## src/rtl/ic_pkg.sv

```systemverilog
package ic_pkg;
   typedef enum logic [1:0] {
      AL_PLAIN = 2'd0,
      AL_OR    = 2'd1,
      AL_CLR   = 2'd2,
      AL_INV   = 2'd3
   } alias_e;

   // register groups: byte address bits [ADDR_W-1:4]
   localparam int GRP_VECTOR = 0;
   localparam int GRP_LEVACK = 1;
   localparam int GRP_CTRL   = 2;
   localparam int GRP_STAT   = 7;
   localparam int GRP_SRC0   = 18;
endpackage

```

## src/rtl/ic_alias_op.sv

```systemverilog
module ic_alias_op
   import ic_pkg::*;
#(
   parameter int W = 3
) (
   input  alias_e       al,
   input  logic [W-1:0] cur,
   input  logic [W-1:0] wd,
   output logic [W-1:0] nxt
);
   always_comb begin
      case (al)
         AL_PLAIN: nxt = wd;
         AL_OR:    nxt = cur | wd;
         AL_CLR:   nxt = cur & ~wd;
         default:  nxt = cur ^ wd;
      endcase
   end
endmodule

```

## src/rtl/ic_src_bank.sv

```systemverilog
module ic_src_bank
   import ic_pkg::*;
#(
   parameter int NUM_SRC     = 128,
   parameter int GRP_W       = 8,
   parameter int SYNC_STAGES = 0
) (
   input  logic                    clk,
   input  logic                    rst_n,
   input  logic                    clr_all,
   input  logic                    wr_en,
   input  logic [GRP_W-1:0]        grp,
   input  alias_e                  al,
   input  logic [2:0]              wdata,
   input  logic [NUM_SRC-1:0]      src_i,
   output logic [NUM_SRC-1:0][2:0] cfg_o,
   output logic [NUM_SRC-1:0]      en_o,
   output logic [NUM_SRC-1:0]      pend_o
);
   for (genvar g = 0; g < NUM_SRC; g++) begin : g_src
      logic [2:0] cfg_q;
      logic [2:0] cfg_nxt;
      logic       hit;
      logic       lvl;

      assign hit = wr_en && (grp == GRP_W'(GRP_SRC0 + g));

      ic_alias_op #(.W(3)) u_op (
         .al  (al),
         .cur (cfg_q),
         .wd  (wdata),
         .nxt (cfg_nxt)
      );

      always_ff @(posedge clk or negedge rst_n) begin
         if (!rst_n)       cfg_q <= '0;
         else if (clr_all) cfg_q <= '0;
         else if (hit)     cfg_q <= cfg_nxt;
      end

      if (SYNC_STAGES == 0) begin : g_direct
         assign lvl = src_i[g];
      end else begin : g_sync
         logic [SYNC_STAGES-1:0] sh;
         always_ff @(posedge clk or negedge rst_n) begin
            if (!rst_n) sh <= '0;
            else begin
               sh[0] <= src_i[g];
               for (int k = 1; k < SYNC_STAGES; k++) sh[k] <= sh[k-1];
            end
         end
         assign lvl = sh[SYNC_STAGES-1];
      end

      assign cfg_o[g]  = cfg_q;
      assign en_o[g]   = cfg_q[2];
      assign pend_o[g] = lvl & cfg_q[2];
   end
endmodule

```

## src/rtl/ic_pick.sv

```systemverilog
module ic_pick #(
   parameter int N    = 128,
   parameter int ID_W = 7
) (
   input  logic [N-1:0]    req,
   output logic            found,
   output logic [ID_W-1:0] id
);
   always_comb begin
      found = 1'b0;
      id    = '1;
      for (int i = N - 1; i >= 0; i--) begin
         if (req[i]) begin
            found = 1'b1;
            id    = ID_W'(i);
         end
      end
   end
endmodule

```

## src/rtl/ic_service.sv

```systemverilog
module ic_service #(
   parameter int ID_W = 7
) (
   input  logic            clk,
   input  logic            rst_n,
   input  logic            hold_clr,
   input  logic            blocked,
   input  logic            take_ev,
   input  logic            ack_ev,
   input  logic            live_found,
   input  logic [ID_W-1:0] live_id,
   output logic            taken_o,
   output logic [ID_W-1:0] status_o,
   output logic            irq_o
);
   localparam logic [ID_W-1:0] NONE = '1;

   logic            taken_q;
   logic [ID_W-1:0] frozen_q;

   always_ff @(posedge clk or negedge rst_n) begin
      if (!rst_n) begin
         taken_q  <= 1'b0;
         frozen_q <= NONE;
      end else if (hold_clr) begin
         taken_q  <= 1'b0;
         frozen_q <= NONE;
      end else if (!blocked) begin
         if (!taken_q && take_ev) begin
            taken_q  <= 1'b1;
            frozen_q <= live_found ? live_id : NONE;
         end else if (taken_q && ack_ev) begin
            taken_q  <= 1'b0;
         end
      end
   end

   assign taken_o  = taken_q;
   assign status_o = blocked ? NONE : (taken_q ? frozen_q : (live_found ? live_id : NONE));
   assign irq_o    = !blocked && !taken_q && live_found;
endmodule

```

## src/rtl/ic_collector.sv

```systemverilog
module ic_collector
   import ic_pkg::*;
#(
   parameter int NUM_SRC     = 128,
   parameter int ADDR_W      = 12,
   parameter int SYNC_STAGES = 0
) (
   input  logic               clk,
   input  logic               rst_n,
   input  logic [NUM_SRC-1:0] src_i,
   input  logic               bus_we,
   input  logic [ADDR_W-1:0]  bus_addr,
   input  logic [31:0]        bus_wdata,
   output logic [31:0]        bus_rdata,
   output logic               irq_o
);
   localparam int ID_W  = $clog2(NUM_SRC);
   localparam int GRP_W = ADDR_W - 4;

   if (NUM_SRC < 2 || ID_W > 29)
      $error("ic_collector: NUM_SRC out of range");
   if ((GRP_SRC0 + NUM_SRC) > (1 << GRP_W) || GRP_W < ID_W)
      $error("ic_collector: ADDR_W too small for the source registers");
   if (SYNC_STAGES < 0)
      $error("ic_collector: SYNC_STAGES must not be negative");

   logic [GRP_W-1:0] grp;
   alias_e           al;
   logic [1:0]       ctrl_q;
   logic [1:0]       ctrl_nxt;
   logic             srst;
   logic             blocked;
   logic             take_ev;
   logic             ack_ev;
   logic             live_found;
   logic [ID_W-1:0]  live_id;
   logic             taken;
   logic [ID_W-1:0]  status;
   logic [NUM_SRC-1:0][2:0] cfg;
   logic [NUM_SRC-1:0] en_vec;
   logic [NUM_SRC-1:0] pend;
   logic [GRP_W-1:0] rel;
   logic             unused_bus;

   assign grp     = bus_addr[ADDR_W-1:4];
   assign al      = alias_e'(bus_addr[3:2]);
   assign srst    = ctrl_q[1];
   assign blocked = |ctrl_q;
   assign take_ev = bus_we && (grp == GRP_W'(GRP_VECTOR));
   assign ack_ev  = bus_we && (grp == GRP_W'(GRP_LEVACK)) && bus_wdata[0];
   assign rel     = grp - GRP_W'(GRP_SRC0);
   assign unused_bus = ^{bus_addr[1:0], bus_wdata[29:3]};

   ic_alias_op #(.W(2)) u_ctrl_op (
      .al  (al),
      .cur (ctrl_q),
      .wd  (bus_wdata[31:30]),
      .nxt (ctrl_nxt)
   );

   always_ff @(posedge clk or negedge rst_n) begin
      if (!rst_n)
         ctrl_q <= 2'b11;
      else if (bus_we && grp == GRP_W'(GRP_CTRL))
         ctrl_q <= ctrl_nxt;
   end

   ic_src_bank #(
      .NUM_SRC     (NUM_SRC),
      .GRP_W       (GRP_W),
      .SYNC_STAGES (SYNC_STAGES)
   ) u_bank (
      .clk     (clk),
      .rst_n   (rst_n),
      .clr_all (srst),
      .wr_en   (bus_we && !blocked),
      .grp     (grp),
      .al      (al),
      .wdata   (bus_wdata[2:0]),
      .src_i   (src_i),
      .cfg_o   (cfg),
      .en_o    (en_vec),
      .pend_o  (pend)
   );

   ic_pick #(.N(NUM_SRC), .ID_W(ID_W)) u_pick (
      .req   (pend),
      .found (live_found),
      .id    (live_id)
   );

   ic_service #(.ID_W(ID_W)) u_svc (
      .clk        (clk),
      .rst_n      (rst_n),
      .hold_clr   (srst),
      .blocked    (blocked),
      .take_ev    (take_ev),
      .ack_ev     (ack_ev),
      .live_found (live_found),
      .live_id    (live_id),
      .taken_o    (taken),
      .status_o   (status),
      .irq_o      (irq_o)
   );

   always_comb begin
      bus_rdata = '0;
      if (grp == GRP_W'(GRP_CTRL))
         bus_rdata = {ctrl_q, 30'b0};
      else if (grp == GRP_W'(GRP_STAT))
         bus_rdata = {{(32-ID_W){1'b0}}, status};
      else if (grp >= GRP_W'(GRP_SRC0) && rel < GRP_W'(NUM_SRC))
         bus_rdata = {29'b0, cfg[rel[ID_W-1:0]]};
   end
endmodule

```

## config.mk

```make
export PLATFORM = sky130hd
export DESIGN_NAME = ic_collector
export DESIGN_NICKNAME = d
export VERILOG_FILES = /design/src/rtl/ic_pkg.sv /design/src/rtl/ic_alias_op.sv /design/src/rtl/ic_src_bank.sv /design/src/rtl/ic_pick.sv /design/src/rtl/ic_service.sv /design/src/rtl/ic_collector.sv
export SDC_FILE = /design/constraint.sdc
export NUM_CORES = 2
export LEC_CHECK = 0
export ABC_AREA = 1
export BUFFER_PORTS_ARGS = -buffer_cell sky130_fd_sc_hd__buf_4
export CORE_ASPECT_RATIO = 1.25
export CORE_MARGIN = 5
export CORE_UTILIZATION = 45
export CTS_CLUSTER_SIZE = 8
export DETAILED_ROUTE_END_ITERATION = 6
export PLACE_DENSITY = 0.66
export SLEW_MARGIN = 20
export SYNTH_ARGS = -nofsm -noshare
export SYNTH_HDL_FRONTEND = slang
export SYNTH_SLANG_ARGS = --single-unit
```

## constraint.sdc

```tcl
create_clock -name clk -period 12.6 [get_ports clk]
set_input_delay 1.26 -clock clk [delete_from_list [all_inputs] [get_ports clk]]
set_output_delay 1.26 -clock clk [all_outputs]
set_load 0.02 [all_outputs]
```

==> Implementation_results.wiki <==
{| class="wikitable"
! Metric !! Value
|-
| Crit path capture type || output port
|-
| Largest incremental delay on the critical path || 220 ps
|-
| Number of H-tree levels || 2
|-
| Maximum number of pins on one net before global-route repair || 195
|-
| Critical path fanouts, max || 2
|-
| Final Hold Violating Endpoints || 0
|-
| Number of warning messages in the yosys log || 0
|-
| R2R Path End || u_svc.frozen_q[0]
|-
| Cells resized by post-CTS repair || 0
|-
| Cells after Synth || 4927
|-
| Per-cell routed wire length || 25.0 µm
|-
| Boundary pin count || 208
|-
| Part of the total power dissipated in the clock network || 38.5%
|-
| Maximum count of clock buffers along a single path || 3
|-
| Via count || 38148
|-
| Worst hold path cell count || 2
|-
| Part of the power in combinational logic || 26.5%
|-
| Arrival time at the worst endpoint || 9060 ps
|-
| Die ar. || 90000 µm²
|-
| Clk root buf || clkbuf_16
|-
| Final slew viol count || 0
|-
| Area of the core region || 83800 µm²
|-
| Sequential element share of the synthesized area || 26.1%
|-
| Ratio of cells with drive above 1 in the final layout || 7.99%
|-
| Final worst path period need || 10320 ps
|-
| Hold wc startpoint || u_svc.frozen_q[5]
|-
| Mean instance size in the synthesized netlist || 7.68 µm²
|-
| Startpoint kind of the worst setup timing path || input port
|-
| Non-filler instance count after layout || 6022
|-
| Layout area overhead || 9.30%
|-
| HPWL after detailed placement || 94.9 mm
|-
| Internal power || 2430 µW
|-
| Number of global-route vias before repair || 36284
|-
| Post-route DRC || 0
|-
| Final wirelength || 150 mm
|-
| Outcome || finished, final reports clean
|-
| Fin crit share || 81.9%
|-
| Ratio of routed vias to standard cells || 6.33
|-
| Launch point of the worst reg-to-reg path || u_bank.g_src[126].cfg_q[2]
|-
| Largest delay share family, worst path || simple AND/OR/NAND/NOR gates
|-
| Post-place instance area || 39800 µm²
|-
| Worst path buffer plus inverter count || 3
|-
| Total of flip-flops plus latches after synthesis || 394
|-
| Input/output buffers || 155
|-
| Clock slew seen by the registers of the worst setup and hold paths || 60 ps
|-
| Final nets || 5854
|-
| Path class of the lowest-slack min-delay path || flip-flop to flip-flop
|-
| Aggregate global routing overflow || 0
|-
| Clock Skew || 21.4 ps
|-
| Post-synthesis instance area || 37800 µm²
|-
| Number of post-CTS setup repair buffers || 0
|-
| Count of different cell masters after synthesis || 42
|-
| Slowest CP cell || nand2_1
|-
| Power per standard cell area || 92.6 nW/µm²
|-
| Number of cells on the worst reg-to-reg path || 129
|-
| Total Routing Usage GR || 31.9%
|-
| Sequential cell area || 9870 µm²
|-
| Sequential cell fraction of total power || 35.0%
|-
| Switching pwr || 1400 µW
|-
| Placement Rows || 119
|-
| # clock sinks || 394
|-
| Total area of multi-input combinational cells || 24900 µm²
|-
| Die height || 334 µm
|-
| Gpl congestion || 0.923
|-
| Starting Density || 45.2%
|-
| Number of flops mapped to enable cells by yosys || 0
|-
| Worst vdd rail ir drop || 0.0872 mV
|-
| Reg-to-reg setup timing slack || 4560 ps
|-
| Total instance count after detailed placement || 5937
|-
| Setup slack after layout || 2280 ps
|-
| RSZ-0062 raised after global routing || false
|-
| Worst slew margin relative to its limit || 8.85%
|-
| Number of setup violations in the final report || 0
|-
| Setup slack after placement || 2480 ps
|-
| Wire length of the first global-routing pass || 226 mm
|-
| Cell area after layout || 41400 µm²
|-
| Switching Share || 36.6%
|-
| Count of hold buffers inserted by post-cts repair || 0
|-
| Critical setup path kind || input port to output port
|-
| Required time reported for the critical path endpoint || 11340 ps
|-
| Skew-Pair Late Insertion Delay || 640 ps
|-
| Proportion of register bits with asynchronous set or reset after synthesis || 100%
|-
| Transition time of the tightest slew-check pin || 1370 ps
|-
| Initial DRC count || 4459
|-
| Setup TNS after final layout || 0 ps
|-
| Hold EP || u_svc.frozen_q[5]
|-
| Antenna violations before repair || 3
|-
| Cell mode on critical path || nand2_1
|-
| Die span in x || 269 µm
|-
| Number of fill cells in the layout || 8253
|-
| Fmax achieved || 0.0969 GHz
|-
| Total CTS buffers || 55
|-
| Leakage power || 0.0189 µW
|-
| Router iterations before antenna repair || 7
|-
| Dominant register cell in the synthesized netlist || dfrtp_1
|-
| Post-route antenna net violation count || 0
|-
| Clock tree from TritonCTS || done
|-
| Reported max-cap violation count || 0
|}
-- cells in the mapped netlist (all sizes together) (12+ instances only) --
master | n | share of area (%)
o21ai | 601 | 7.9
nand2 | 752 | 8.3
inv | 514 | 5.1
clkbuf | 263 | 2.6
o211ai | 26 | 0.52
a31oi | 16 | 0.26
o311ai | 16 | 0.37
buf | 52 | 0.76
nand4 | 12 | 0.20
a221oi | 30 | 0.69
o31ai | 13 | 0.26
o22ai | 728 | 12
dfrtp | 385 | 25
ha | 774 | 26
nor3 | 12 | 0.16
a21oi | 58 | 0.78
nand3 | 408 | 5.4
nor2 | 215 | 2.1
-- per-layer routing --
layer | part of all wire, % | vias to the layer above | GRT usage [%]
li1 | - | 17383 | -
met1 | 41 | 18315 | 42.3
met2 | 43 | 1980 | 48.2
met3 | 9.1 | 470 | 6.34
met4 | 7.0 | 0 | 19.0
met5 | 0 | - | 0
-- per-stage QoR --
step                hold slack, ps  util (%)  total power, µW
floorplan                      475         -             1960
global placement               490      47.5             2330
detailed placement             493      47.5             2340
CTS                            504      49.3             3810
global route                   524      49.3             3970
finish                         506      49.3             3830
-- cells by family (layout without fill, tap and decap cells) --
family                   Yosys count  after routing  synth area share, %
AO/OA/AOI/OAI                   1516           1516                 23.5
flip-flops                       394            394                 26.1
other                              1             27              0.00991
AND/OR/NAND/NOR                 1410           1410                 16.3
buffers and inverters            831            811                 8.49
adder cells (fa/ha/maj)          774            774                 25.6
XOR/XNOR                           1              1               0.0231
-- worst register-to-register path, delay by kind of cell, from the launching register on --
kind,cells,cell delay (ps)
and+or+nand+nor,127,7360
DFF,1,430
buffers and inverters,1,70
AOI/OAI and AO/OA,1,60
-- layout by cell type (no fill, tap or decap), drive strengths merged, types with 2 or more instances in the layout --
cell type,instances
nand4,12
buf,214
inv,514
ha,774
a221oi,30
diode,4
nor4,7
o31ai,13
o22ai,728
dfrtp,385
dfstp,9
a21boi,3
a31oi,16
nor2,215
o2111ai,9
o21ai,601
o311ai,16
nand3,408
clkbuf,80
o221ai,8
o211ai,26
nand2,752
conb,23
a22oi,2
nor3,12
or2,2
a21oi,58
o21bai,2
clkinv,2
-- state kept, by name (all words and copies together) (netlist names) --
name                cells
u_svc.frozen_q          7
u_svc.taken_o           1
u_bank.g_src.cfg_q    384
ctrl_q                  2
-- worst max path at each step --
stage,from,to,slack [ps],depth (start not counted)
2_1_floorplan,src_i[126],bus_rdata[0],4410,129
3_3_place_gp,src_i[126],bus_rdata[0],2340,131
3_5_place_dp,src_i[126],bus_rdata[0],2480,131
4_1_cts,src_i[126],bus_rdata[0],2430,131
5_1_grt,src_i[126],bus_rdata[0],1300,131
6_report,src_i[126],bus_rdata[0],2280,131
-- layout make-up --
class	count	share of cell area, %
multi-input cells	3724	60.3
flip-flops and latches	394	23.9
inverters	516	4.78
repair buffers	214	4.06
clock buffers	80	3.66
well taps	1089	3.29
clock inverters	1	0.0726
diodes	4	0.0242
-- power groups by stage --
| stage | Sequential (µW) | Clock, µW | Combinational [µW] |
|---|---|---|---|
| global route | 1340 | 1530 | 1100 |
| global placement | 1360 | 0 | 968 |
| finish | 1340 | 1470 | 1010 |
| detailed placement | 1360 | 0 | 980 |
| floorplan | 1350 | 0 | 608 |
| CTS | 1340 | 1480 | 984 |
No activity file was read; power rests on OpenSTA's default activity.
